## src/rtl/afc_pkg.sv

```systemverilog
package afc_pkg;
    // Action taken on the correction register in one clock
    typedef enum logic [1:0] {
        ACT_HOLD    = 2'd0,
        ACT_CAPTURE = 2'd1,
        ACT_APPLY   = 2'd2,
        ACT_CLEAR   = 2'd3
    } afc_act_e;
endpackage

```

## src/rtl/afc_phase.sv

```systemverilog
// Position inside one measure/settle cycle; advances on accepted strobes.
module afc_phase #(
    parameter int CYC_W = 3
) (
    input  logic             clk,
    input  logic             rst,
    input  logic             run,
    input  logic             stb,
    input  logic [CYC_W-1:0] cyc_set,
    output logic             take_first,
    output logic             take_second
);
    localparam int CNT_W = CYC_W + 1;

    logic [CNT_W-1:0] cnt_d, cnt_q;
    logic [CNT_W-1:0] last_pos;

    // last position of a cycle is 2N+1 (2 measure + 2N settle strobes)
    assign last_pos = {cyc_set, 1'b1};

    always_comb begin
        cnt_d = cnt_q;
        if (!run) begin
            cnt_d = '0;
        end else if (stb) begin
            cnt_d = (cnt_q == last_pos) ? '0 : cnt_q + 1'b1;
        end
    end

    always_ff @(posedge clk) begin
        if (rst) cnt_q <= '0;
        else     cnt_q <= cnt_d;
    end

    assign take_first  = run & stb & (cnt_q == '0);
    assign take_second = run & stb & (cnt_q == CNT_W'(1));
endmodule

```

## src/rtl/afc_step.sv

```systemverilog
// Average of two samples, gear shift, accumulate and symmetric clamp.
module afc_step #(
    parameter int ERR_W  = 8,
    parameter int CORR_W = 8,
    parameter int LIM_W  = 8,
    parameter int GEAR_W = 3
) (
    input  logic signed [ERR_W-1:0]  first_smp,
    input  logic signed [ERR_W-1:0]  second_smp,
    input  logic        [GEAR_W-1:0] gear,
    input  logic        [LIM_W-1:0]  limit,
    input  logic signed [CORR_W-1:0] corr_now,
    output logic signed [CORR_W-1:0] corr_new
);
    localparam int SUM_W = ERR_W + 1;                       // pair sum
    localparam int ACC_W = CORR_W + 1;                      // one guard bit
    localparam int CMP_W = ((LIM_W > CORR_W) ? LIM_W : CORR_W) + 2;
    localparam logic signed [CMP_W-1:0] MAX_POS = CMP_W'((1 << (CORR_W - 1)) - 1);

    logic signed [SUM_W-1:0] pair_sum, pair_avg, fb;
    logic signed [ACC_W-1:0] acc;
    logic signed [CMP_W-1:0] acc_x, lim_raw, lim_eff, lim_neg, clamped;

    always_comb begin
        pair_sum = SUM_W'(first_smp) + SUM_W'(second_smp);
        pair_avg = pair_sum >>> 1;
        fb       = pair_avg >>> gear;
        // requires ERR_W <= CORR_W so fb fits the accumulator
        acc      = ACC_W'(corr_now) + ACC_W'(fb);
        acc_x    = CMP_W'(acc);
        lim_raw  = CMP_W'({1'b0, limit});
        lim_eff  = (lim_raw > MAX_POS) ? MAX_POS : lim_raw;
        lim_neg  = -lim_eff;
        if (acc_x > lim_eff)      clamped = lim_eff;
        else if (acc_x < lim_neg) clamped = lim_neg;
        else                      clamped = acc_x;
        corr_new = CORR_W'(clamped);
    end
endmodule

```

## src/rtl/afc_seq.sv

```systemverilog
module afc_seq
    import afc_pkg::*;
#(
    parameter int ERR_W  = 8,
    parameter int CORR_W = 8,
    parameter int LIM_W  = 8,
    parameter int CYC_W  = 3,
    parameter int GEAR_W = 3
) (
    input  logic              clk,
    input  logic              rst,
    input  logic              bit_stb,
    input  logic [ERR_W-1:0]  err_in,
    input  logic              afc_en,
    input  logic [CYC_W-1:0]  cyc_set,
    input  logic [GEAR_W-1:0] gear,
    input  logic [LIM_W-1:0]  limit,
    input  logic              multi_pkt,
    input  logic              pre_det,
    input  logic              pkt_end,
    output logic [CORR_W-1:0] corr_out,
    output logic              upd_stb
);
    typedef struct packed {
        logic                     frz;
        logic signed [CORR_W-1:0] corr;
        logic signed [ERR_W-1:0]  acc;
        logic                     upd;
    } seq_st_t;

    seq_st_t st_d, st_q;

    logic                     clr_pkt, run, take_first, take_second;
    logic signed [CORR_W-1:0] corr_new;
    afc_act_e                 act;

    assign clr_pkt = multi_pkt & pkt_end;
    assign run     = afc_en & ~st_q.frz & ~pre_det & ~clr_pkt & (cyc_set != '0);

    afc_phase #(.CYC_W(CYC_W)) u_phase (
        .clk         (clk),
        .rst         (rst),
        .run         (run),
        .stb         (bit_stb),
        .cyc_set     (cyc_set),
        .take_first  (take_first),
        .take_second (take_second)
    );

    afc_step #(
        .ERR_W (ERR_W),
        .CORR_W(CORR_W),
        .LIM_W (LIM_W),
        .GEAR_W(GEAR_W)
    ) u_step (
        .first_smp (st_q.acc),
        .second_smp($signed(err_in)),
        .gear      (gear),
        .limit     (limit),
        .corr_now  (st_q.corr),
        .corr_new  (corr_new)
    );

    always_comb begin
        if (!afc_en || clr_pkt) act = ACT_CLEAR;
        else if (take_second)   act = ACT_APPLY;
        else if (take_first)    act = ACT_CAPTURE;
        else                    act = ACT_HOLD;
    end

    always_comb begin
        st_d = st_q;
        unique case (act)
            ACT_CLEAR:   begin
                st_d.corr = '0;
                st_d.acc  = '0;
            end
            ACT_CAPTURE: st_d.acc  = $signed(err_in);
            ACT_APPLY:   st_d.corr = corr_new;
            default:     ;
        endcase
        if (!afc_en || clr_pkt) st_d.frz = 1'b0;
        else if (pre_det)       st_d.frz = 1'b1;
        st_d.upd = (st_d.corr != st_q.corr);
    end

    always_ff @(posedge clk) begin
        if (rst) st_q <= '0;
        else     st_q <= st_d;
    end

    assign corr_out = st_q.corr;
    assign upd_stb  = st_q.upd;
endmodule

```

## config.mk

```make
export PLATFORM = sky130hd
export DESIGN_NAME = afc_seq
export DESIGN_NICKNAME = d
export VERILOG_FILES = /design/src/rtl/afc_pkg.sv /design/src/rtl/afc_phase.sv /design/src/rtl/afc_step.sv /design/src/rtl/afc_seq.sv
export SDC_FILE = /design/constraint.sdc
export NUM_CORES = 1
export LEC_CHECK = 0
export BUFFER_PORTS_ARGS = -buffer_cell sky130_fd_sc_hd__buf_4
export CELL_PAD_IN_SITES_DETAIL_PLACEMENT = 1
export CELL_PAD_IN_SITES_GLOBAL_PLACEMENT = 2
export CORE_UTILIZATION = 32
export DETAILED_ROUTE_END_ITERATION = 12
export GPL_ROUTABILITY_DRIVEN = 0
export PLACE_DENSITY_LB_ADDON = 0.1
export SLEW_MARGIN = 20
export SYNTH_ARGS = -nofsm -noshare
export SYNTH_HDL_FRONTEND = slang
export SYNTH_HIERARCHICAL = 1
export SYNTH_SLANG_ARGS = --single-unit
export TNS_END_PERCENT = 30
```

## constraint.sdc

```tcl
create_clock -name clk -period 7 [get_ports clk]
set_input_delay 1.4 -clock clk [delete_from_list [all_inputs] [get_ports clk]]
set_output_delay 1.4 -clock clk [all_outputs]
set_load 0.02 [all_outputs]
```

==> metrics.json, run 1 <==
{
  "core_region_area_um2": 8720,
  "synthesis.area_per_instance_um2": 8.12,
  "initial_utilization_pct": 33.0,
  "seq_area_frac_synth_pct": 15.3,
  "postSynthCellCount": 354,
  "worst_slew_margin_rel_pct": 35.4,
  "worstHoldEndpoint": "st_q[17]",
  "worst_pin_slew_ps": 967,
  "switchingPower_mw": 0.145,
  "die_height_um": 96.8,
  "multiInputGateArea_um2": 2330,
  "setup.reg_to_reg.worst_slack_ps": 1100,
  "grt_overflow_total": 0,
  "startpoint_class_of_the_critical_path": "input pin",
  "worstPathRequired_ps": 7160,
  "relative_contribution_of_the_clock_network_to_total_power_pct": 28.1,
  "ys_async_sr_fraction_pct": 0,
  "cts_tree": "yes",
  "first_pass_grt_wire_length_um": 13400,
  "grt_start_max_net_pins": 18,
  "postSynth.topFlopCell": "sky130_fd_sc_hd__dfxtp_1",
  "vias_per_cell": 5.23,
  "final.min_clock_period_ps": 6700,
  "globalRouteTotalUtil_pct": 17.2,
  "die_width_um": 96.8,
  "min_path_type": "reg2reg",
  "max_freq_mhz": 149,
  "num_vias": 2681,
  "vias_in_the_first_global_route": 2798,
  "syn-cell-area_um2": 2870,
  "p_per_cell_area_nw_per_um2": 123,
  "drive_above_1_share_pct": 26.7,
  "route.detailed.drc": 0,
  "worst_clock_skew_ps": 8.30,
  "pwr-share-comb_pct": 43.0,
  "cp_data_arrival_time_ps": 6850,
  "critPathLaunch": "err_in[1]",
  "min_from": "st_q[17]",
  "r2r_start": "st_q[2]",
  "yosysWarningCount": 6,
  "cp-end-kind": "register",
  "drtIter0Drc": 63,
  "antenna_cells": 0,
  "die-area_um2": 9360,
  "drtAntennaViolNets": 0,
  "detailed_place_hpwl_um": 6620,
  "cts-buffers-inserted": 3,
  "fin_crit_sh_pct": 95.7,
  "final_wl_um": 8130,
  "finalNetCount": 474,
  "power.sequential.fraction_pct": 28.9,
  "p_leak_nw": 1.57,
  "postSynthNetCount": 422,
  "maxCapViolCount": 0,
  "regArea_um2": 440,
  "critical-path-top-delay-family": "compound AO/OA/AOI/OAI gates",
  "worstReg2RegEnd": "upd_stb",
  "synth_seq_cells": 22,
  "vdd.ir_drop.worst_v": 0.0000910,
  "area.growth.synth_to_final_pct": 23.6,
  "pin_count": 38,
  "finalSetupViolCount": 0,
  "power.switching_fraction_pct": 33.0,
  "drt_first_pass_iters": 4,
  "slew_viol_final": 0,
  "clk_path_buf_depth": 2,
  "rows": 34,
  "clk_pin_slew_ps": 90,
  "ctsRootBufferMaster": "sky130_fd_sc_hd__clkbuf_8",
  "cts_hold_buffers": 0,
  "path_class": "in2reg",
  "crit_path_max_incr_delay_ps": 550,
  "timing_hold_violations_final": 0,
  "worst-path-max-fanout": 4,
  "numPortBuffers": 37,
  "crit_path_top_delay_cell": "sky130_fd_sc_hd__or3_2",
  "clock_latency_ps": 270,
  "pre_cts_ws_ps": -254,
  "count_of_flip_flops_with_a_built_in_enable_after_synthesis": 0,
  "grt_antenna_before_repair": 0,
  "setup_slack_ps": 304,
  "timing.hold.worst_path_depth": 2,
  "number_of_sinks_handled_by_clock_tree_synthesis": 22,
  "worstPathBufferInverterCount": 6,
  "timing.reg2reg.worst_path_depth": 30,
  "h_tree_level_count": 1,
  "ys_types": 64,
  "num-fill-cells": 1051,
  "postLayoutCoreUtil_pct": 40.7,
  "internal-power_mw": 0.293,
  "avgRoutedWirePerCell_um": 15.9,
  "status": "complete, no violations"
}
worst min-delay path, stage by stage, from the launching register on:
cell	delay, ps
sky130_fd_sc_hd__dfxtp_1	320
sky130_fd_sc_hd__nor2_1	60
sky130_fd_sc_hd__nor2_1	90
Yosys cell counts (all sizes together), types with 2 or more instances:
library cell	n	share of area, %
xor2	12	3.7
nor2b	12	3.1
mux2i	27	9.4
xnor2	8	2.7
clkbuf	7	0.91
nand2b	4	0.87
nand4	2	0.44
o311ai	2	0.61
o41ai	2	1.1
a31oi	2	0.44
buf	12	3.1
fa	2	1.4
o21bai	2	0.52
nor4	2	0.44
nand3	5	0.87
or2	4	0.87
a21oi	16	3.0
o21a	11	2.9
mux4	2	1.7
nand2	20	2.6
o31a	4	1.2
and3	2	0.44
ha	37	16
a21o	6	1.6
o31ai	2	0.52
and2	3	0.65
a21boi	5	1.3
nor3	9	1.9
a22o	2	0.61
and2b	2	0.57
o22ai	6	1.3
dfxtp	22	15
o211ai	2	0.52
inv	23	3.0
nor2	42	5.5
a211oi	2	0.52
nor4b	2	0.61
or3	2	0.61
o21ai	15	2.6
through the flow:
step | cell area [um^2] | power (mW) | TNS, ps | instances | hold WS, ps
floorplan | 2870 | 0.241 | 0 | 354 | 440
global placement | 3370 | 0.307 | -207 | 506 | 467
detailed placement | 3370 | 0.309 | -254 | 506 | 476
CTS | 3440 | 0.435 | 0 | 510 | 501
global route | 3550 | 0.471 | -8.47 | 513 | 525
finish | 3550 | 0.438 | 0 | 513 | 492
worst max path at each step:
stage / depth (start not counted) / slack, ps / end
finish: 31 / 300 / upd_stb
global route: 30 / -8 / upd_stb
CTS: 27 / 10 / upd_stb
detailed placement: 27 / -250 / upd_stb
global placement: 27 / -210 / upd_stb
floorplan: 27 / 350 / upd_stb
cell usage in the layout, fill, tap and decap left out, types with 2 or more instances in the layout:
cell	n
sky130_fd_sc_hd__xnor2_2	2
sky130_fd_sc_hd__nor2_1	41
sky130_fd_sc_hd__ha_1	36
sky130_fd_sc_hd__dfxtp_1	22
sky130_fd_sc_hd__o41ai_2	2
sky130_fd_sc_hd__o31a_1	4
sky130_fd_sc_hd__o21ai_0	12
sky130_fd_sc_hd__nor3_1	6
sky130_fd_sc_hd__o211ai_1	2
sky130_fd_sc_hd__and2_1	3
sky130_fd_sc_hd__o21bai_1	2
sky130_fd_sc_hd__o21ai_1	3
sky130_fd_sc_hd__a21boi_1	3
sky130_fd_sc_hd__and3_1	2
sky130_fd_sc_hd__xor2_1	12
sky130_fd_sc_hd__xnor2_1	6
sky130_fd_sc_hd__o21a_1	11
sky130_fd_sc_hd__o31ai_1	2
sky130_fd_sc_hd__nor2b_1	10
sky130_fd_sc_hd__o22ai_1	5
sky130_fd_sc_hd__nor4_1	2
sky130_fd_sc_hd__buf_4	64
sky130_fd_sc_hd__nor4b_1	2
sky130_fd_sc_hd__nor3_2	3
sky130_fd_sc_hd__nand3_1	5
sky130_fd_sc_hd__nand4_1	2
sky130_fd_sc_hd__clkbuf_8	3
sky130_fd_sc_hd__a21o_1	6
sky130_fd_sc_hd__inv_1	22
sky130_fd_sc_hd__nand2_1	20
sky130_fd_sc_hd__a21oi_2	6
sky130_fd_sc_hd__or2_2	4
sky130_fd_sc_hd__nand2b_1	4
sky130_fd_sc_hd__mux2i_1	26
sky130_fd_sc_hd__a22o_1	2
sky130_fd_sc_hd__a21oi_1	10
sky130_fd_sc_hd__nor2b_4	2
power groups by stage:
stage	sequential, mW	combinational [mW]	clock [mW]
floorplan	0.129	0.112	0
global placement	0.129	0.177	0
detailed placement	0.129	0.179	0
CTS	0.126	0.181	0.128
global route	0.127	0.212	0.132
finish	0.126	0.188	0.123
layer usage:
metal	up-vias	share of wire [%]	global-route usage [%]	routed length (um)
met2	35	51	32.6	4170
met1	1280	45	21.1	3700
met5	-	0	0	0
met3	8	1.8	1.23	149
li1	1358	-	-	-
met4	0	1.3	3.44	108
flip-flops by register name (all words and copies together), names as in the netlist:
name and cells:
u_phase/cnt_q 4, corr_out 8, upd_stb 1, st_q 9
cells by family (layout without fill, tap and decap cells):
| kind of cell | count (synthesis) | in the layout | share of synthesized area (%) |
|---|---|---|---|
| flops | 22 | 22 | 15.3 |
| compound gates | 87 | 87 | 22.0 |
| simple gates | 114 | 115 | 20.5 |
| mux | 29 | 29 | 11.1 |
| buf+inv | 42 | 92 | 7.05 |
| other cells | 1 | 1 | 0.130 |
| xor+xnor | 20 | 20 | 6.36 |
| fa+ha+maj | 39 | 39 | 17.5 |
repair_timing:
item	4_1_cts	5_1_grt
setup buffers	0	2
setup endpoints to repair	0	1
gates resized for setup	0	20
final cells by class:
class | count | area share, %
timing repair buffer | 65 | 13.8
clock buffer | 3 | 1.16
clock inverter | 1 | 0.845
tap | 108 | 3.80
inverter | 23 | 2.43
multi-input combinational | 291 | 65.5
sequential | 22 | 12.4
Note: power is estimated with default switching activity, not from simulation.
==> run 2: changes to the inputs <==
Settings changed: ABC_AREA from default to 1, BUFFER_PORTS_ARGS -buffer_cell sky130_fd_sc_hd__buf_4 to -buffer_cell sky130_fd_sc_hd__buf_2, CORE_UTILIZATION 32 to 29.
==> run 2 against run 1 <==
Compared with the run above:
- critical endpoint unchanged
- die area is 26% higher
- global-route usage is 0.95 points higher
- setup slack better by 800 ps
- critical path depth is 7 higher
- non-clock buffer count is 28 lower
- total power is 16% higher
- synthesized cell count is 49% higher
- routed wire length is 22% higher
- critical path type unchanged
- first-iteration DRC count is 71% higher
- synthesized area is 15% higher
==> metrics.json, run 2 <==
{
  "synth.area.mux_share_pct": 0,
  "synthAdderAreaFrac_pct": 15.3,
  "synth.top_cells.by_count": "175 x sky130_fd_sc_hd__nand2_1, 74 x sky130_fd_sc_hd__inv_1, 56 x sky130_fd_sc_hd__nand3_1, 37 x sky130_fd_sc_hd__ha_1, 30 x sky130_fd_sc_hd__a21oi_1",
  "total_neg_setup_slack_ps": 0,
  "ys_types": 41,
  "synth_xor_xnor_area_share_pct": 2.39,
  "drtAntennaViolNets": 0,
  "vias_in_the_first_global_route": 3468,
  "synth_compound_area_share_pct": 9.95,
  "grt_start_max_net_pins": 21,
  "maxCapViolCount": 0,
  "pre_cts_ws_ps": 766,
  "finalSetupViolCount": 0,
  "drt_first_pass_iters": 4,
  "count_of_flip_flops_with_a_built_in_enable_after_synthesis": 0,
  "postSynthNetCount": 594,
  "rows": 38,
  "h_tree_level_count": 1,
  "setup_slack_ps": 1110,
  "synthesis.area_per_instance_um2": 6.27,
  "initial_utilization_pct": 30.1,
  "grt_overflow_total": 0,
  "final.min_clock_period_ps": 5890,
  "max_freq_mhz": 170,
  "first_pass_grt_wire_length_um": 17000,
  "status": "complete, no violations",
  "path_class": "in2reg",
  "postLayoutCoreUtil_pct": 33.4,
  "p_per_cell_area_nw_per_um2": 139,
  "power.total_mw": 0.510,
  "timing_hold_violations_final": 0,
  "fin_crit_sh_pct": 84.2,
  "finish.instance_area_um2": 3660,
  "number_of_sinks_handled_by_clock_tree_synthesis": 22,
  "die_height_um": 109,
  "p_leak_nw": 1.96,
  "timing.reg2reg.worst_path_depth": 37,
  "avgRoutedWirePerCell_um": 14.3,
  "crit_path_top_delay_cell": "sky130_fd_sc_hd__ha_1",
  "post_synth_and_or_nand_nor_area_fraction_pct": 46.8,
  "route.detailed.drc": 0,
  "place_area_um2": 3550,
  "core_region_area_um2": 10900,
  "critPathLaunch": "err_in[0]",
  "worst_clock_skew_ps": 9.59,
  "finalNetCount": 622,
  "postCtsSetupRepairBufs": 0,
  "numPortBuffers": 37,
  "num_vias": 3391,
  "cts-buffers-inserted": 3,
  "ctsRootBufferMaster": "sky130_fd_sc_hd__clkbuf_16",
  "grt_setup_unrepaired": "false",
  "ys_async_sr_fraction_pct": 0,
  "pin_count": 38,
  "min_path_type": "reg2reg",
  "layout_common_cells": "175 x sky130_fd_sc_hd__nand2_1, 74 x sky130_fd_sc_hd__inv_1, 56 x sky130_fd_sc_hd__nand3_1",
  "die_width_um": 109,
  "registers.top_by_ff_count": "st_q",
  "detailed_place_hpwl_um": 8410,
  "r2r_start": "st_q[2]",
  "antenna_cells": 0,
  "worst-path-max-fanout": 9,
  "netlist.top_cell.by_area": "sky130_fd_sc_hd__nand2_1",
  "vdd.ir_drop.worst_v": 0.0000767,
  "clock_latency_ps": 260,
  "postSynth.topFlopCell": "sky130_fd_sc_hd__dfxtp_1",
  "place_inst": 689,
  "worstPathRequired_ps": 7200,
  "synthDominantCellAreaShare_pct": 19.9,
  "mostFrequentLayoutCell": "sky130_fd_sc_hd__nand2_1",
  "grt_antenna_before_repair": 0,
  "setup.reg_to_reg.worst_slack_ps": 1960,
  "worstReg2RegEnd": "upd_stb",
  "slew_viol_final": 0,
  "cts_tree": "yes",
  "largest_register_ff_count": 9,
  "crit_path_max_incr_delay_ps": 420,
  "postSynthCellCount": 526,
  "clk_path_buf_depth": 2,
  "area.growth.synth_to_final_pct": 10.9,
  "synth_top_family_by_area": "simple AND/OR/NAND/NOR gates",
  "yosys.cell_count.top_type": "sky130_fd_sc_hd__nand2_1",
  "critPathCapture": "upd_stb",
  "seq_area_frac_synth_pct": 13.4,
  "globalRouteTotalUtil_pct": 18.1,
  "worst_slew_margin_rel_pct": 55.9,
  "die-area_um2": 11800,
  "critPathMostFrequentCell": "sky130_fd_sc_hd__nand2_1",
  "vias_per_cell": 4.89,
  "cp_data_arrival_time_ps": 6090,
  "syn-cell-area_um2": 3300,
  "timing.hold.worst_path_depth": 2,
  "drtIter0Drc": 108,
  "startpoint_class_of_the_critical_path": "input pin",
  "synth_seq_cells": 22,
  "cts_hold_buffers": 0,
  "yosysWarningCount": 6,
  "worst_pin_slew_ps": 658,
  "yosys-top-cells-area": "sky130_fd_sc_hd__nand2_1 20%, sky130_fd_sc_hd__ha_1 14%, sky130_fd_sc_hd__dfxtp_1 13%",
  "drive_above_1_share_pct": 14.1,
  "post_layout_nonfiller_instances": 693,
  "clk_pin_slew_ps": 70,
  "fin_worst_hold_slack_ps": 465,
  "final_wl_um": 9930,
  "ctsResizeCount": 0,
  "cp-end-kind": "register"
}
-- run 2: kinds of logic after synthesis --
logic type,Yosys count
AND/OR/NAND/NOR,311
buffers and inverters,92
AO/OA/AOI/OAI,52
adder cells (fa/ha/maj),39
flip-flops,22
XOR/XNOR,9
other,1
-- run 2: where the power goes --
| part | total [mW] | internal [mW] | leakage (nW) | switching (mW) |
|---|---|---|---|---|
| registers | 0.129 | 0.127 | 0.178 | 0.00159 |
| clock network | 0.166 | 0.114 | 0.0511 | 0.0524 |
| logic | 0.214 | 0.0731 | 1.73 | 0.141 |
-- run 2: worst min-delay path by stage --
stage	start	endpoint	slack, ps
after floorplan	st_q[1]	st_q[1]	440
after global placement	st_q[1]	st_q[1]	450
after detailed placement	st_q[1]	st_q[1]	450
after CTS	st_q[1]	st_q[1]	470
after global routing	st_q[4]	st_q[4]	500
final	st_q[1]	st_q[1]	470
-- run 2: critical path: cells and delay by family --
kind            cells  cell delay (ps)
simple gates       28             2660
fa+ha+maj           4             1400
buf+inv             4              330
compound gates      2              310
-- run 2: area by class of cell --
| class | count | area, um^2 |
|---|---|---|
| fill | 1472 | 7280 |
| clock inverter | 1 | 30.0 |
| sequential | 22 | 440 |
| tap | 140 | 175 |
| clock buffer | 3 | 75.1 |
| multi-input combinational | 412 | 2450 |
| inverter | 78 | 295 |
| timing repair buffer | 37 | 185 |
-- run 2: metal layers --
metal  part of all wire [%]  vias up  wire length, um  GRT usage, %
li1                       -     1748                -             -
met1                     51     1610             5040          25.9
met2                     47       33             4690          31.0
met3                    2.0        0              203          1.63
met4                      0        0                0         0.579
met5                      0        -                0             0
==> run 3: changes to the inputs <==
Clock period 7 ns to 4.85 ns, I/O delays scaled along.
==> run 3 against run 2 <==
Compared with the run above:
- the flow now finishes with violations (setup timing)
- final area increased by 27%
- global-route usage up 1.6 points
- first-iteration DRC count is 11% lower
- total power increased by 64%
- clock power grew 19%
- largest power group unchanged
- routed wire length increased by 11%
- register-to-register slack lost 1700 ps
- worst hold slack better by 33 ps
==> metrics.json, run 3 (same netlist as run 2, synthesis figures left out) <==
{
  "avgRoutedWirePerCell_um": 14.6,
  "globalRouteTotalUtil_pct": 19.7,
  "worst_clock_skew_ps": 3.94,
  "crit_path_max_incr_delay_ps": 360,
  "cp-end-kind": "register",
  "antenna_cells": 0,
  "number_of_sinks_handled_by_clock_tree_synthesis": 22,
  "vias_per_cell": 4.86,
  "layout_common_cells": "126 x sky130_fd_sc_hd__nand2_1, 65 x sky130_fd_sc_hd__inv_1, 55 x sky130_fd_sc_hd__buf_4",
  "critPathMostFrequentCell": "sky130_fd_sc_hd__nand2_2",
  "die-area_um2": 11800,
  "first_pass_grt_wire_length_um": 18500,
  "ctsRootBufferMaster": "sky130_fd_sc_hd__clkbuf_16",
  "finalNetCount": 682,
  "drtIter0Drc": 96,
  "largest_register_ff_count": 9,
  "grt_setup_unrepaired": "true",
  "min_path_type": "reg2reg",
  "cp_data_arrival_time_ps": 5090,
  "rows": 38,
  "initial_utilization_pct": 30.1,
  "drtAntennaViolNets": 0,
  "die_width_um": 109,
  "postLayoutCoreUtil_pct": 42.5,
  "worst_slew_margin_rel_pct": 53.7,
  "max_freq_mhz": 204,
  "worstPathRequired_ps": 5040,
  "cts-buffers-inserted": 3,
  "path_class": "in2reg",
  "fin_crit_sh_pct": 101,
  "crit_path_top_delay_cell": "sky130_fd_sc_hd__fa_2",
  "p_leak_nw": 2.33,
  "worst_pin_slew_ps": 692,
  "startpoint_class_of_the_critical_path": "input pin",
  "critical-path-top-delay-family": "simple AND/OR/NAND/NOR gates",
  "num_vias": 3659,
  "drt_first_pass_iters": 4,
  "vias_in_the_first_global_route": 3820,
  "core_region_area_um2": 10900,
  "finish.instance_area_um2": 4640,
  "grt_start_max_net_pins": 21,
  "drive_above_1_share_pct": 39.2,
  "post_layout_nonfiller_instances": 753,
  "route.detailed.drc": 0,
  "cts_hold_buffers": 0,
  "worstPathBufferInverterCount": 5,
  "worst-path-max-fanout": 8,
  "failed_checks": "setup timing",
  "slew_viol_final": 0,
  "numPortBuffers": 37,
  "p_per_cell_area_nw_per_um2": 180,
  "vdd.ir_drop.worst_v": 0.000120,
  "grt_overflow_total": 0,
  "place_area_um2": 3870,
  "total_neg_setup_slack_ps": -47.3,
  "grt_antenna_before_repair": 0,
  "finalSetupViolCount": 1,
  "mostFrequentLayoutCell": "sky130_fd_sc_hd__nand2_1",
  "pin_count": 38,
  "clock_latency_ps": 260,
  "clk_pin_slew_ps": 60,
  "area.growth.synth_to_final_pct": 40.9,
  "final_wl_um": 11000,
  "die_height_um": 109,
  "h_tree_level_count": 1,
  "place_inst": 728,
  "registers.top_by_ff_count": "st_q",
  "fin_worst_hold_slack_ps": 499,
  "clk_path_buf_depth": 2,
  "cts_tree": "yes",
  "maxCapViolCount": 0,
  "detailed_place_hpwl_um": 8710,
  "num-fill-cells": 1419,
  "setup_slack_ps": -47.3,
  "status": "complete, but fails checks",
  "final.min_clock_period_ps": 4900,
  "timing_hold_violations_final": 0
}
==> run 3: cell types whose count changed in the layout (fill, tap and decap cells not counted), sizes merged <==
cell    change
buf        +58
bufinv      -1
clkbuf      +1
nand4       +1
nand2       +1
==> run 3: timing repair <==
item,in CTS,in global routing
endpoints found under the setup margin,9,9
resized for setup,66,55
cloned,2,0
pin swaps,49,48
buffers inserted,15,4
==> run 3: path summary, 6_finish.rpt <==
| path | startpoint | to | slack (ps) | depth (start not counted) |
|---|---|---|---|---|
| worst max-delay path | err_in[1] | upd_stb | -50 | 37 |
| worst min-delay path | st_q[2] | st_q[2] | 500 | 2 |
| worst max register to register | st_q[2] | upd_stb | 300 | 36 |
| worst min register to register | st_q[2] | st_q[2] | 500 | 2 |
==> run 3: area by class of cell <==
cell class                      count  area [um^2]  share of cell area, %
Tap cell                          140          175                   3.77
Timing Repair Buffer               95          652                   14.0
Sequential cell                    22          440                   9.49
Clock buffer                        4         88.8                   1.91
Multi-Input combinational cell    414         2990                   64.4
Inverter                           78          298                   6.41
==> run 3: power breakdown <==
group	switching (mW)	total, mW	internal [mW]
Combinational	0.260	0.450	0.189
Sequential	0.00355	0.188	0.184
Clock	0.0709	0.197	0.126
==> run 3: metrics by stage <==
step	power [mW]	setup WS (ps)
2_1_floorplan	0.418	7.23
3_3_place_gp	0.530	-588
3_5_place_dp	0.538	-683
4_1_cts	0.805	-80.3
5_1_grt	0.903	-373
6_report	0.834	-47.3
==> run 3: layer usage <==
layer	part of all wire, %	vias to the layer above	global-route usage (%)	wire length, um
met5	0	-	0	0
met4	1.2	0	3.57	133
met3	1.9	8	2.17	204
met2	50	32	35.4	5550
met1	47	1741	25.4	5120
li1	-	1878	-	-
==> run 3: worst reg2reg max path, delay by kind of cell (launching register included) <==
kind                     cells  cell delay, ps
AO/OA/AOI/OAI                3             550
flip-flops                   1             360
XOR/XNOR                     1              80
buffers and inverters        4             250
AND/OR/NAND/NOR             24            2110
adder cells (fa/ha/maj)      4            1110
